[src/rtl/ocmp_pkg.sv]
package ocmp_pkg;
  typedef enum logic [2:0] {
    M_OFF    = 3'd0,
    M_SET    = 3'd1,
    M_CLR    = 3'd2,
    M_TGL    = 3'd3,
    M_PULSE1 = 3'd4,
    M_PULSEN = 3'd5,
    M_PWM    = 3'd6,
    M_PWMF   = 3'd7
  } mode_e;

  typedef struct packed {
    logic  idle_stop;
    logic  tsel;
    mode_e mode;
  } ctrl_t;

  localparam int CTRL_W = $bits(ctrl_t);

  localparam logic [1:0] SEL_CTRL = 2'd0;
  localparam logic [1:0] SEL_PRI  = 2'd1;
  localparam logic [1:0] SEL_SEC  = 2'd2;
endpackage

[src/rtl/ocmp_regs.sv]
module ocmp_regs
  import ocmp_pkg::*;
#(
  parameter int W = 8
) (
  input  logic         clk_i,
  input  logic         rst_ni,
  input  logic         wr_en_i,
  input  logic [1:0]   wr_sel_i,
  input  logic [W-1:0] wr_data_i,
  output ctrl_t        ctrl_o,
  output logic [W-1:0] pri_o,
  output logic [W-1:0] sec_o,
  output logic         load_o
);
  ctrl_t        ctrl_q;
  logic [W-1:0] pri_q, sec_q;
  logic         load_q;

  always_ff @(posedge clk_i or negedge rst_ni) begin
    if (!rst_ni) begin
      ctrl_q <= '0;
      pri_q  <= '0;
      sec_q  <= '0;
      load_q <= 1'b0;
    end else begin
      load_q <= wr_en_i && (wr_sel_i == SEL_CTRL);
      if (wr_en_i) begin
        unique case (wr_sel_i)
          SEL_CTRL: ctrl_q <= ctrl_t'(wr_data_i[CTRL_W-1:0]);
          SEL_PRI:  pri_q  <= wr_data_i;
          SEL_SEC:  sec_q  <= wr_data_i;
          default:  ;
        endcase
      end
    end
  end

  assign ctrl_o = ctrl_q;
  assign pri_o  = pri_q;
  assign sec_o  = sec_q;
  assign load_o = load_q;
endmodule

[src/rtl/ocmp_tbsel.sv]
module ocmp_tbsel #(
  parameter int W   = 8,
  parameter int NTB = 2,
  localparam int SW = (NTB > 1) ? $clog2(NTB) : 1
) (
  input  logic [NTB-1:0][W-1:0] cnt_i,
  input  logic [NTB-1:0]        prd_i,
  input  logic [SW-1:0]         sel_i,
  output logic [W-1:0]          cnt_o,
  output logic                  prd_o
);
  generate
    if (NTB == 1) begin : g_single
      logic unused_sel;
      assign unused_sel = ^sel_i;
      assign cnt_o = cnt_i[0];
      assign prd_o = prd_i[0];
    end else begin : g_mux
      always_comb begin
        cnt_o = cnt_i[0];
        prd_o = prd_i[0];
        for (int i = 1; i < NTB; i++) begin
          if (sel_i == SW'(i)) begin
            cnt_o = cnt_i[i];
            prd_o = prd_i[i];
          end
        end
      end
    end
  endgenerate
endmodule

[src/rtl/ocmp_core.sv]
module ocmp_core
  import ocmp_pkg::*;
#(
  parameter int W = 8
) (
  input  logic         clk_i,
  input  logic         rst_ni,
  input  ctrl_t        ctrl_i,
  input  logic [W-1:0] pri_i,
  input  logic [W-1:0] sec_i,
  input  logic         load_i,
  input  logic [W-1:0] cnt_i,
  input  logic         prd_i,
  input  logic         idle_i,
  input  logic         fault_i,
  output logic         out_o,
  output logic         irq_o,
  output logic         flt_o
);
  logic         out_q, irq_q, armed_q, flt_q;
  logic [W-1:0] duty_q;
  logic         run, pri_hit, sec_hit, duty_end;
  logic [W:0]   cnt_nxt;

  assign run      = !(ctrl_i.idle_stop && idle_i);
  assign pri_hit  = (cnt_i == pri_i);
  assign sec_hit  = (cnt_i == sec_i);
  assign cnt_nxt  = {1'b0, cnt_i} + 1'b1;
  // fall after the cycle whose count is duty-1
  assign duty_end = (cnt_nxt == {1'b0, duty_q});

  always_ff @(posedge clk_i or negedge rst_ni) begin
    if (!rst_ni) begin
      out_q   <= 1'b0;
      irq_q   <= 1'b0;
      armed_q <= 1'b0;
      duty_q  <= '0;
      flt_q   <= 1'b0;
    end else begin
      irq_q <= 1'b0;
      if (ctrl_i.mode == M_PWMF && fault_i) flt_q <= 1'b1;
      if (load_i) begin
        unique case (ctrl_i.mode)
          M_CLR: out_q <= 1'b1;
          M_PULSE1, M_PULSEN: begin
            out_q   <= 1'b0;
            armed_q <= 1'b1;
          end
          M_PWM, M_PWMF: begin
            out_q  <= (pri_i != '0);
            duty_q <= pri_i;
          end
          default: out_q <= 1'b0;
        endcase
      end else if (ctrl_i.mode == M_OFF) begin
        out_q <= 1'b0;
      end else if (run) begin
        unique case (ctrl_i.mode)
          M_SET: if (pri_hit) begin out_q <= 1'b1; irq_q <= 1'b1; end
          M_CLR: if (pri_hit) begin out_q <= 1'b0; irq_q <= 1'b1; end
          M_TGL: if (pri_hit) begin out_q <= !out_q; irq_q <= 1'b1; end
          M_PULSE1: begin
            if (armed_q) begin
              if (!out_q && pri_hit) out_q <= 1'b1;
              else if (out_q && sec_hit) begin
                out_q   <= 1'b0;
                armed_q <= 1'b0;
                irq_q   <= 1'b1;
              end
            end
          end
          M_PULSEN: begin
            if (!out_q && pri_hit) out_q <= 1'b1;
            else if (out_q && sec_hit) begin
              out_q <= 1'b0;
              irq_q <= 1'b1;
            end
          end
          M_PWM, M_PWMF: begin
            if (prd_i) begin
              duty_q <= sec_i;
              out_q  <= (sec_i != '0);
              irq_q  <= 1'b1;
            end else if (duty_end) begin
              out_q <= 1'b0;
            end
          end
          default: ;
        endcase
      end
    end
  end

  assign out_o = out_q && !(flt_q && ctrl_i.mode == M_PWMF);
  assign irq_o = irq_q;
  assign flt_o = flt_q;
endmodule

[src/rtl/ocmp_unit.sv]
module ocmp_unit
  import ocmp_pkg::*;
#(
  parameter int CNT_W = 8
) (
  input  logic             clk_i,
  input  logic             rst_ni,
  input  logic             wr_en_i,
  input  logic [1:0]       wr_sel_i,
  input  logic [CNT_W-1:0] wr_data_i,
  input  logic [CNT_W-1:0] cnt_a_i,
  input  logic             prd_a_i,
  input  logic [CNT_W-1:0] cnt_b_i,
  input  logic             prd_b_i,
  input  logic             idle_i,
  input  logic             fault_i,
  output logic             cmp_o,
  output logic             irq_o,
  output logic             fault_o
);
  localparam int NTB = 2;

  ctrl_t                    ctrl;
  logic [CNT_W-1:0]         pri, sec, cnt_sel;
  logic                     load, prd_sel;
  logic [NTB-1:0][CNT_W-1:0] cnt_vec;
  logic [NTB-1:0]           prd_vec;

  assign cnt_vec = {cnt_b_i, cnt_a_i};
  assign prd_vec = {prd_b_i, prd_a_i};

  ocmp_regs #(.W(CNT_W)) u_regs (
    .clk_i, .rst_ni, .wr_en_i, .wr_sel_i, .wr_data_i,
    .ctrl_o(ctrl), .pri_o(pri), .sec_o(sec), .load_o(load)
  );

  ocmp_tbsel #(.W(CNT_W), .NTB(NTB)) u_tbsel (
    .cnt_i(cnt_vec), .prd_i(prd_vec), .sel_i(ctrl.tsel),
    .cnt_o(cnt_sel), .prd_o(prd_sel)
  );

  ocmp_core #(.W(CNT_W)) u_core (
    .clk_i, .rst_ni, .ctrl_i(ctrl), .pri_i(pri), .sec_i(sec),
    .load_i(load), .cnt_i(cnt_sel), .prd_i(prd_sel),
    .idle_i, .fault_i,
    .out_o(cmp_o), .irq_o(irq_o), .flt_o(fault_o)
  );
endmodule

[config.mk]
export PLATFORM = sky130hd
export DESIGN_NAME = ocmp_unit
export DESIGN_NICKNAME = d
export VERILOG_FILES = /design/src/rtl/ocmp_pkg.sv /design/src/rtl/ocmp_regs.sv /design/src/rtl/ocmp_tbsel.sv /design/src/rtl/ocmp_core.sv /design/src/rtl/ocmp_unit.sv
export SDC_FILE = /design/constraint.sdc
export NUM_CORES = 1
export LEC_CHECK = 0
export BUFFER_PORTS_ARGS = -buffer_cell sky130_fd_sc_hd__buf_2
export CORE_UTILIZATION = 40
export DETAILED_ROUTE_END_ITERATION = 6
export GPL_TIMING_DRIVEN = 0
export SETUP_SLACK_MARGIN = 0.05
export SLEW_MARGIN = 5
export SYNTH_ARGS = -nofsm -noshare
export SYNTH_HDL_FRONTEND = slang
export SYNTH_SLANG_ARGS = --single-unit
export TNS_END_PERCENT = 20
[constraint.sdc]
create_clock -name clk_i -period 2.2 [get_ports clk_i]
set_input_delay 0.55 -clock clk_i [delete_from_list [all_inputs] [get_ports clk_i]]
set_output_delay 0.55 -clock clk_i [all_outputs]
set_load 0.02 [all_outputs]
Word level (Yosys, flattened, before mapping)
Index checks and enable logic that the tools add are counted.

storage, ports and cells
  flip-flop bits (word level) = 34
  bits in latches = 0
  RAM bits = 0
  ROM bits = 0
  output and inout bits = 3
  word-level logic and storage cells = 96
  memories kept = 0

cells by class
  add/sub/neg operators = 1
  multiply operators = 0
  div/mod/pow operators = 0
  order comparisons = 0
  equal/unequal tests = 21
  shift-type cells = 0
  muxes and demuxes = 38
  bitwise logic cells = 0
  reduce and logical (&&, ||, !) cells = 25

operator list
  cell                   count
  $mux W8                7
  $mux W1                28
  $reduce_bool A8 Y1     3
  $eq A8 B8 Y1           2
  $ne A4 B2 Y1 const B   4
  $eq A3 B3 Y1 const B   4
  $add A8 B1 Y9 const B  1
  $eq A9 B8 Y1           1
  $reduce_and A4 Y1      2
  $logic_and A1 B1 Y1    7
  $reduce_and A7 Y1      1
  $eq A3 B2 Y1 const B   2
  $pmux W1 S6            1
  $reduce_and A2 Y1      3
  $ne A5 B3 Y1 const B   1
  $ne A2 B2 Y1 const B   2
  $pmux W1 S4            1
  $reduce_bool A2 Y1     2
  $reduce_or A2 Y1       2
  $eq A3 B1 Y1 const B   1
  $logic_not A3 Y1       1
  $ne A3 B3 Y1 const B   1
  $reduce_or A3 Y1       1
  $eq A2 B1 Y1 const B   1
  other kinds (5)        6

Logic depth before layout (Yosys ltp)
Gate-level depths: netlist of run 1.

  word-level depth = 10
  mapped depth = 11

By module
A second synthesis of run 1 with hierarchy kept.

unflattened totals
  cell total of the unflattened synthesis = 192
  area total of the unflattened synthesis = 2140.8 µm²

by module, submodules not included
  module      instances  cells each  area each (µm²)  sequential area each (µm²)
  ocmp_core   1          136         1166.1           300.3
  ocmp_regs   1          46          828.3            550.5
  ocmp_tbsel  1          10          146.4            0.0

Worst setup path after synthesis of run 1
OpenSTA, ideal clock, no wires.

  path type = reg2reg
  from = reg u_regs.ctrl_q, in the netlist u_regs.ctrl_o[3]
  to = reg u_core.out_q
  setup time = 0.124 ns
  data arrival time = 1.890 ns
  setup slack = 0.186 ns
  stages on the path, launching flop included = 11
  clock period less this slack = 2.014 ns
  cell sequence = dfrtp_1 > buf_8 > mux2i_4 > inv_1 > ha_1 > xnor2_1 > and2_1 > o21ai_1 > a21oi_1 > o21ai_0 > a2bb2oi_1

on the way
  cells in the longest elaborated chain, start to end = 10
  elaborated cells between the ends (all ways) = 21
  those cells by class = add/sub: 1; eq/ne: 7; mux: 10; reduce/logical: 3

ends and longest elaborated chain
  what                                                                    RTL line         text
  start, declared                                                         ocmp_regs.sv:16  ctrl_t ctrl_q;
  start signal, assigned                                                  ocmp_regs.sv:30  SEL_CTRL: ctrl_q <= ctrl_t'(wr_data_i[CTRL_W-1:0]);
  parallel branches: the longest is 10 deep, another holds $add A8 B1 Y9  -
  end signal, assigned                                                    ocmp_core.sv:50  out_q <= (pri_i != '0);
  end signal, assigned                                                    ocmp_core.sv:82  out_q <= (sec_i != '0);
  end, declared                                                           ocmp_core.sv:20  logic out_q, irq_q, armed_q, flt_q;

Several ways; the timed one is not identified. The select of a mux whose other input is x is not followed.
A chain may end at the register's enable or synchronous reset.

Worst setup path after layout of run 1
Ends and elaborated chain as after synthesis.

==> metrics.txt, run 1 <==
Final Cell Area=2660 µm²; IO buf count=35; category of the critical setup timing path=flip-flop to flip-flop; wire length of the first global-routing pass=7.76 mm; Synth async-reset ratio=1.00; unrepaired setup endpoints after global routing=yes; Hold Violations, Final=0; Total GRT Usage=0.187; number of nets produced by synthesis=241; share of post-route cells with drive strength above 1=0.344; synthesis-stage register bit count=34; outcome=finished with violations; via count of the first global-routing pass=1615; kind of start point of the critical path=flip-flop; sequential fraction of design power=0.402; routed length on met3=207 µm; DRC=0; biggest area contributors in the synthesized netlist=dfrtp_1, mux2_2, xnor2_1; final count of negative-setup-slack endpoints=1; power density of the placed cells=894 nW/µm²; antenna diode count=0; Die Y-Extent=75.8 µm; synthesized area divided by synthesized cell count=10.5 µm²; sum of met2 wire segment lengths after detailed routing=2.34 mm; CTS tree=yes; Post-Synthesis Cells=207; Post-Route WL=4.99 mm; Chip Width=75.8 µm; net switching component of the power=0.865 mW; proportion of netlist area held by the largest area contributor=0.390; Post-Synthesis Cell Area=2180 µm²; CTS hold repair buffers=0; share of the clock period used by the worst path=1.01; Core Footprint=5170 µm²; row count=26; leakage power total=1.06 nW; global-route congestion overflow total=0; drt wl/cell=15.3 µm; Synth area leader=dfrtp_1; routability congestion estimate from global placement=0.817; Yosys warnings=0; clock transition at the registers of the reported paths=70 ps; kind of capture point of the worst setup path=flip-flop; final total negative setup slack=-27.9 ps; arrival time at the worst endpoint=2390 ps; Post-Place Cell Area=2440 µm²; met1 routed wirelength after detailed routing=2.38 mm; Net Sw Frac=0.363; Critical Path Fanout Max=5; Largest stage delay, worst path=460 ps; area growth from synthesis to layout=22.2%; Clock Skew=4.34 ps; number of pins with negative max-slew slack in the final report=0; number of vias in the routed layout=1750; number of synthesized flops with an enable pin=0; count of nets left with antenna violations after detail routing=0; worst-path cell with the longest stage delay=dfrtp_2; combinational cell fraction of total power=0.407; clock group share of total power=0.191; clock insertion delay at the later pin of the skew report=290 ps; internal cell power=1.52 mW; die area=5750 µm²; net count reported at finish=289; sequential element share of the synthesized area=0.390; violated checks=setup timing; clock sink total=34; number of antenna violations at the first check in global routing=0; time the final worst path needs with I/O delays and setup=2230 ps; HPWL after detailed placement=3.73 mm; root buf cell=clkbuf_8; timing-limited maximum frequency=449 MHz; Worst slew margin=0.347; number of design-rule violations left by the first detailed-router iteration=62; top routing layer used=met4; VDD IR max=465 µV; Max-Cap Viols=0; Final Power=2.38 mW; total clock buffers created by CTS=5; Via-to-Cell Ratio=5.37; slew at the pin closest to its max-slew limit=977 ps; H-tree levels=2; final critical-path setup slack=-27.9 ps; initial core utilization=0.421; Synth cell types=43; data required time at the worst endpoint=2370 ps; clk buf depth=2; number of top-level pins=36; pin count of the biggest net entering global routing=35; cell-by-cell trace of the critical path=buf_12, clkbuf_16, nand3b_1, a221oi_1, xnor2_1, nand4_1, a21oi_2, o21ai_1, a2bb2oi_1; Primary FF master, synth=dfrtp_1; Hold Path Class=input pin to asynchronous set/reset pin; total iterations of the first detailed-routing run=4
[synth_stat cells, types with 2 or more instances]
| library cell | number |
|---|---|
| dfrtp_1 | 34 |
| mux2_2 | 20 |
| xnor2_1 | 19 |
| nor2_1 | 18 |
| a21oi_1 | 13 |
| nand2_1 | 11 |
| mux2i_1 | 9 |
| xor2_1 | 8 |
| o21ai_0 | 7 |
| inv_1 | 6 |
| clkbuf_1 | 5 |
| nand3b_1 | 5 |
| nand4_1 | 5 |
| nor4_1 | 5 |
| mux2i_4 | 4 |
| nand3_1 | 4 |
| mux2i_2 | 3 |
| a211oi_1 | 2 |
| a31oi_1 | 2 |
| buf_8 | 2 |
| nand4b_1 | 2 |
| o211ai_1 | 2 |
[cells by family (layout without fill, tap and decap cells)]
family,count (synthesis),in the layout,synth area share
fa+ha+maj,1,1,0.00574
mux,36,36,0.205
simple gates,57,57,0.136
buf+inv,13,62,0.0327
flops,34,34,0.390
xor+xnor,27,27,0.108
compound gates,39,39,0.122
[stage by stage]
step / hold slack, ps / setup slack (ps) / util / std cells
CTS: 349 / 4.50 / 0.496 / 322
finish: 336 / -27.9 / 0.515 / 326
global route: 389 / -98.5 / 0.515 / 326
detailed placement: 481 / -142 / 0.472 / 312
floorplan: 254 / 186 / - / 207
global placement: 471 / -127 / 0.472 / 312
[power groups by stage]
| stage | Clock (mW) | Combinational (mW) | Sequential [mW] |
|---|---|---|---|
| finish | 0.454 | 0.969 | 0.958 |
| global route | 0.494 | 1.08 | 0.980 |
| CTS | 0.471 | 0.900 | 0.952 |
| detailed placement | 0 | 0.874 | 0.965 |
| global placement | 0 | 0.863 | 0.960 |
| floorplan | 0 | 0.676 | 0.937 |
[per-layer routing]
layer / track usage / vias to the layer above
li1: - / 852
met5: 0 / -
met4: 0.0700 / 0
met2: 0.298 / 48
met3: 0.0384 / 5
met1: 0.250 / 845
[cell usage in the layout, fill, tap and decap left out, types with 4 or more instances in the layout]
cell type,n
nand3_1,4
buf_4,5
clkbuf_8,5
nor2_1,17
mux2i_4,7
inv_1,6
dfrtp_1,33
nand3b_1,5
buf_2,35
xnor2_1,18
a21oi_1,12
o21ai_0,6
nand2_1,11
mux2i_1,9
nor4_1,5
mux2_2,20
nand4_1,5
clkbuf_1,5
xor2_1,8
[final cells by class]
| class | count | area, µm² |
|---|---|---|
| Inverter | 6 | 22.5 |
| Timing Repair Buffer | 42 | 258 |
| Tap cell | 70 | 87.6 |
| Buffer | 6 | 38.8 |
| Clock inverter | 3 | 21.3 |
| Clock buffer | 5 | 68.8 |
| Multi-Input combinational cell | 160 | 1320 |
| Fill cell | 483 | 2510 |
| Sequential cell | 34 | 852 |
[registers in the layout (all words and copies together) (netlist names)]
name,flops
u_core.duty_q,8
u_regs.pri_o,8
u_regs.sec_o,8
u_regs.ctrl_o,5
u_core.armed_q,1
u_core.flt_o,1
u_core.irq_o,1
u_core.out_q,1
u_regs.load_o,1
[what timing repair did]
action	CTS	global route
gates resized for setup	3	9
endpoints found under the setup margin	1	4
buffers inserted	2	4
pin swaps	0	9
cloned	0	1
[critical path, delay by kind of cell (launching register included)]
kind                   cells  cell delay (ps)
AND/OR/NAND/NOR            2              330
XOR/XNOR                   1              170
flip-flops                 1              460
AO/OA/AOI/OAI              4              860
buffers and inverters      2              290
[path summary, 6_finish.rpt]
path                                       start          endpoint  slack (ps)  cells after the start
worst max-delay path            u_regs.ctrl_o[3]      u_core.out_q         -30                      9
worst min-delay path                      rst_ni      u_core.out_q         340                      1
worst max register to register  u_regs.ctrl_o[3]      u_core.out_q         -30                      9
worst min register to register      u_core.flt_o      u_core.flt_o         490                      1
max in group asynchronous                 rst_ni  u_regs.ctrl_o[3]        1340                      1
min in group clk_i                  u_core.flt_o      u_core.flt_o         490                      1
Note: power is estimated with default switching activity, not from simulation.
==> run 2: changes to the inputs <==
--- a/config.mk
+++ b/config.mk
@@ -13,5 +13,6 @@
 export SLEW_MARGIN = 5
 export SYNTH_ARGS = -nofsm -noshare
 export SYNTH_HDL_FRONTEND = slang
+export SYNTH_HIERARCHICAL = 1
 export SYNTH_SLANG_ARGS = --single-unit
 export TNS_END_PERCENT = 20
==> run 2 against run 1 <==
Effect of this change:
- the run still ends with setup timing left
- fmax shrank 2.2%
- clock skew barely moved
- final area is essentially flat
- global-route usage up 1.3 points
- sequential power rose by 1%
- count of clock-buffer cells in the layout rose by 2
- hold slack lost 19 ps
- critical path type unchanged
- critical endpoint is now u_core/irq_o
- largest power group is now registers
- highest routed layer unchanged
==> metrics.txt, run 2 <==
outcome=finished with violations; violated checks=setup timing; most numerous cell in the Yosys netlist=dfrtp_1; Critical Path Fanout Max=5 (unchanged); combinational cell fraction of total power=0.398 (-0.009); number of antenna violations at the first check in global routing=0 (unchanged); IO buf count=35 (unchanged); final critical-path setup slack=-77.2 ps (-49.4 ps); global-route congestion overflow total=0 (unchanged); Core Footprint=5140 µm² (-0.63%); clock insertion delay at the later pin of the skew report=290 ps (about the same); Primary FF master, synth=dfrtp_1; synth cell count leaders=dfrtp_1, mux2_2, xnor2_1; post-synthesis share of cell area spent on full adders, half adders and majority gates=0.00584 (+0.000104); final-layout fill cell count=484 (+0.21%); critical path launch point=u_regs/ctrl_o[3]; timing-limited maximum frequency=439 MHz (-2.2%); area growth from synthesis to layout=24.3%; compound-gate portion of the synthesized area=0.0999 (-0.0218); arrival time at the worst endpoint=2480 ps (+90 ps); dpl ws=-195 ps (-52.4 ps); slew at the pin closest to its max-slew limit=740 ps (-236 ps); Synth area leader=dfrtp_1; Max-Cap Viols=0 (unchanged); via count of the first global-routing pass=1643 (+1.7%); clock group share of total power=0.200 (+0.009); net switching component of the power=0.869 mW (+0.43%); routability congestion estimate from global placement=0.808 (-1.1%); number of nets produced by synthesis=226 (-6.2%); data required time at the worst endpoint=2400 ps (+30 ps); share of post-route cells with drive strength above 1=0.411 (+0.0668); slack of the worst reg-to-reg path=-80 ps (-50 ps); commonest non-fill, non-tap cell in the layout=buf_2; leakage power total=1.13 nW (+7.2%); Simple-Gate Fraction of Synth Area=0.134 (-0.00221); Net Sw Frac=0.361 (-0.00233); Yosys warnings=6 (+6); combinational family with the most area after synthesis=multiplexers; unrepaired setup endpoints after global routing=yes; multiplexer share of the synthesized area=0.211 (+0.00605); Die Y-Extent=75.2 µm (-0.87%); Worst R2R Start=u_regs/ctrl_o[3]; antenna diode count=0 (unchanged); H-tree levels=2 (unchanged); number of synthesized flops with an enable pin=0 (unchanged); Post-Synthesis Cell Area=2140 µm² (-1.8%); synthesis-stage register bit count=34 (unchanged); Via-to-Cell Ratio=5.36 (-0.20%); CTS tree=yes; clock transition at the registers of the reported paths=70 ps (about the same); VDD IR max=440 µV (-5.3%); DRC=0 (unchanged); Synth cell types=42 (-2.3%); category of the critical setup timing path=flip-flop to flip-flop; HPWL after detailed placement=3.60 mm (-3.3%); pin count of the biggest net entering global routing=35 (unchanged); kind of capture point of the worst setup path=flip-flop; drt wl/cell=16.3 µm (+6.3%); clk buf depth=2 (unchanged); die area=5650 µm² (-1.7%); commonest non-fill, non-tap cells in the layout=buf_2, dfrtp_1, mux2_2; Worst slew margin=0.506 (+0.159); total iterations of the first detailed-routing run=4 (unchanged); proportion of netlist area held by the largest area contributor=0.397 (+0.00707); Synth async-reset ratio=1.00 (unchanged); wire length of the first global-routing pass=8.05 mm (+3.6%); number of vias in the routed layout=1693 (-3.3%); final count of negative-setup-slack endpoints=2 (+1); clock sink total=34 (unchanged); Chip Width=75.2 µm (-0.87%); Total GRT Usage=0.200 (+0.0130); synthesized area divided by synthesized cell count=11.2 µm² (+5.9%); initial core utilization=0.417 (-0.00488); net count reported at finish=279 (-3.5%); tightest hold margin=317 ps (-18.9 ps); number of top-level pins=36 (unchanged); biggest area contributors in the synthesized netlist=dfrtp_1, mux2_2, mux2_4; share of the clock period used by the worst path=1.04 (+0.0224); row count=26 (unchanged); Post-Route WL=5.14 mm (+3.1%); time the final worst path needs with I/O delays and setup=2280 ps (+49.4 ps); sequential fraction of design power=0.402 (about the same); kind of start point of the critical path=flip-flop; root buf cell=clkbuf_8; xor and xnor fraction of the mapped netlist area=0.118 (+0.00956); power density of the placed cells=904 nW/µm² (+1.2%); Hold Path Class=input pin to asynchronous set/reset pin; internal cell power=1.54 mW (+1.5%); Post-Place Cell Area=2400 µm² (-1.6%); number of pins with negative max-slew slack in the final report=0 (unchanged); sequential element share of the synthesized area=0.397 (+0.00707); Final Cell Area=2660 µm² (about the same); CTS hold repair buffers=0 (unchanged); Clock Skew=4.38 ps (+0.0428 ps); share of the core filled with cells=0.518 (+0.00277); Hold Violations, Final=0 (unchanged); number of design-rule violations left by the first detailed-router iteration=78 (+26%); total clock buffers created by CTS=5 (unchanged); count of nets left with antenna violations after detail routing=0 (unchanged); Post-Synthesis Cells=192 (-7.2%)
==> run 2: cell types whose count changed in the layout (fill, tap and decap cells not counted), sizes merged, moves of 3 or more <==
cell,delta
nand3,+6
mux2,+10
nand4,-3
buf,+9
nor2,-14
xnor2,-4
a31oi,+3
xor2,+5
mux2i,-8
a21oi,-11
==> run 2: final timing paths <==
path,end,depth (start not counted)
worst max-delay path,u_core/irq_o,10
worst min-delay path,u_core/armed_q,1
worst max register to register,u_core/irq_o,10
worst min register to register,u_core/flt_o,1
max in group asynchronous,u_regs/ctrl_o[3],1
min in group clk_i,u_core/irq_o,2
==> run 2: timing repair <==
item | CTS | global route
setup buffers | 9 | 4
pin swaps | 12 | 2
gates resized for setup | 12 | 3
cloned | 1 | 0
endpoints found under the setup margin | 2 | 10
==> run 2: cell families after synthesis <==
logic type                 count (synthesis)
and+or+nand+nor                           47
muxes                                     38
DFF                                       34
AOI/OAI and AO/OA                         31
xor gates and xnor gates                  28
buffers and inverters                     13
adders and majority gates                  1
==> run 2: final cells by class <==
class,count,area [µm²],share of cell area
multi-input cells,145,1270,0.477
flip-flops and latches,34,852,0.320
repair buffers,48,289,0.109
well taps,70,87.6,0.0329
clock buffers,7,86.3,0.0324
plain buffers,7,56.3,0.0212
inverters,4,15.0,0.00564
clock inverters,1,5.00,0.00188
==> run 2: worst max-delay path: stages (launching register included) <==
cell and delay (ps):
dfrtp_2 440, buf_8 150, mux2_4 320, buf_8 130
buf_4 130, xnor2_1 150, nand3_1 130, nor4_4 220
o21a_1 170, o211ai_1 100, a221oi_2 260
==> run 2: stage by stage <==
stage          cells  total power, mW  setup TNS (ps)
4_1_cts          313             2.40            -157
3_5_place_dp     297             1.81            -361
6_report         316             2.41            -150
5_1_grt          316             2.56            -431
2_1_floorplan    192             1.58               0
3_3_place_gp     297             1.79            -374
==> run 2: power by group through the flow <==
stage / Sequential [mW] / Combinational, mW / Clock (mW)
final: 0.968 / 0.957 / 0.481
after CTS: 0.965 / 0.943 / 0.496
after global placement: 0.961 / 0.827 / 0
after global routing: 0.994 / 1.05 / 0.510
after detailed placement: 0.971 / 0.835 / 0
after floorplan: 0.936 / 0.646 / 0
==> run 2: metal layers <==
layer / vias to the layer above / share of wire / global-route usage
met5: - / 0 / 0
met4: 0 / 0.021 / 0.0761
met3: 10 / 0.037 / 0.0402
met2: 55 / 0.46 / 0.321
met1: 819 / 0.48 / 0.268
li1: 809 / - / -
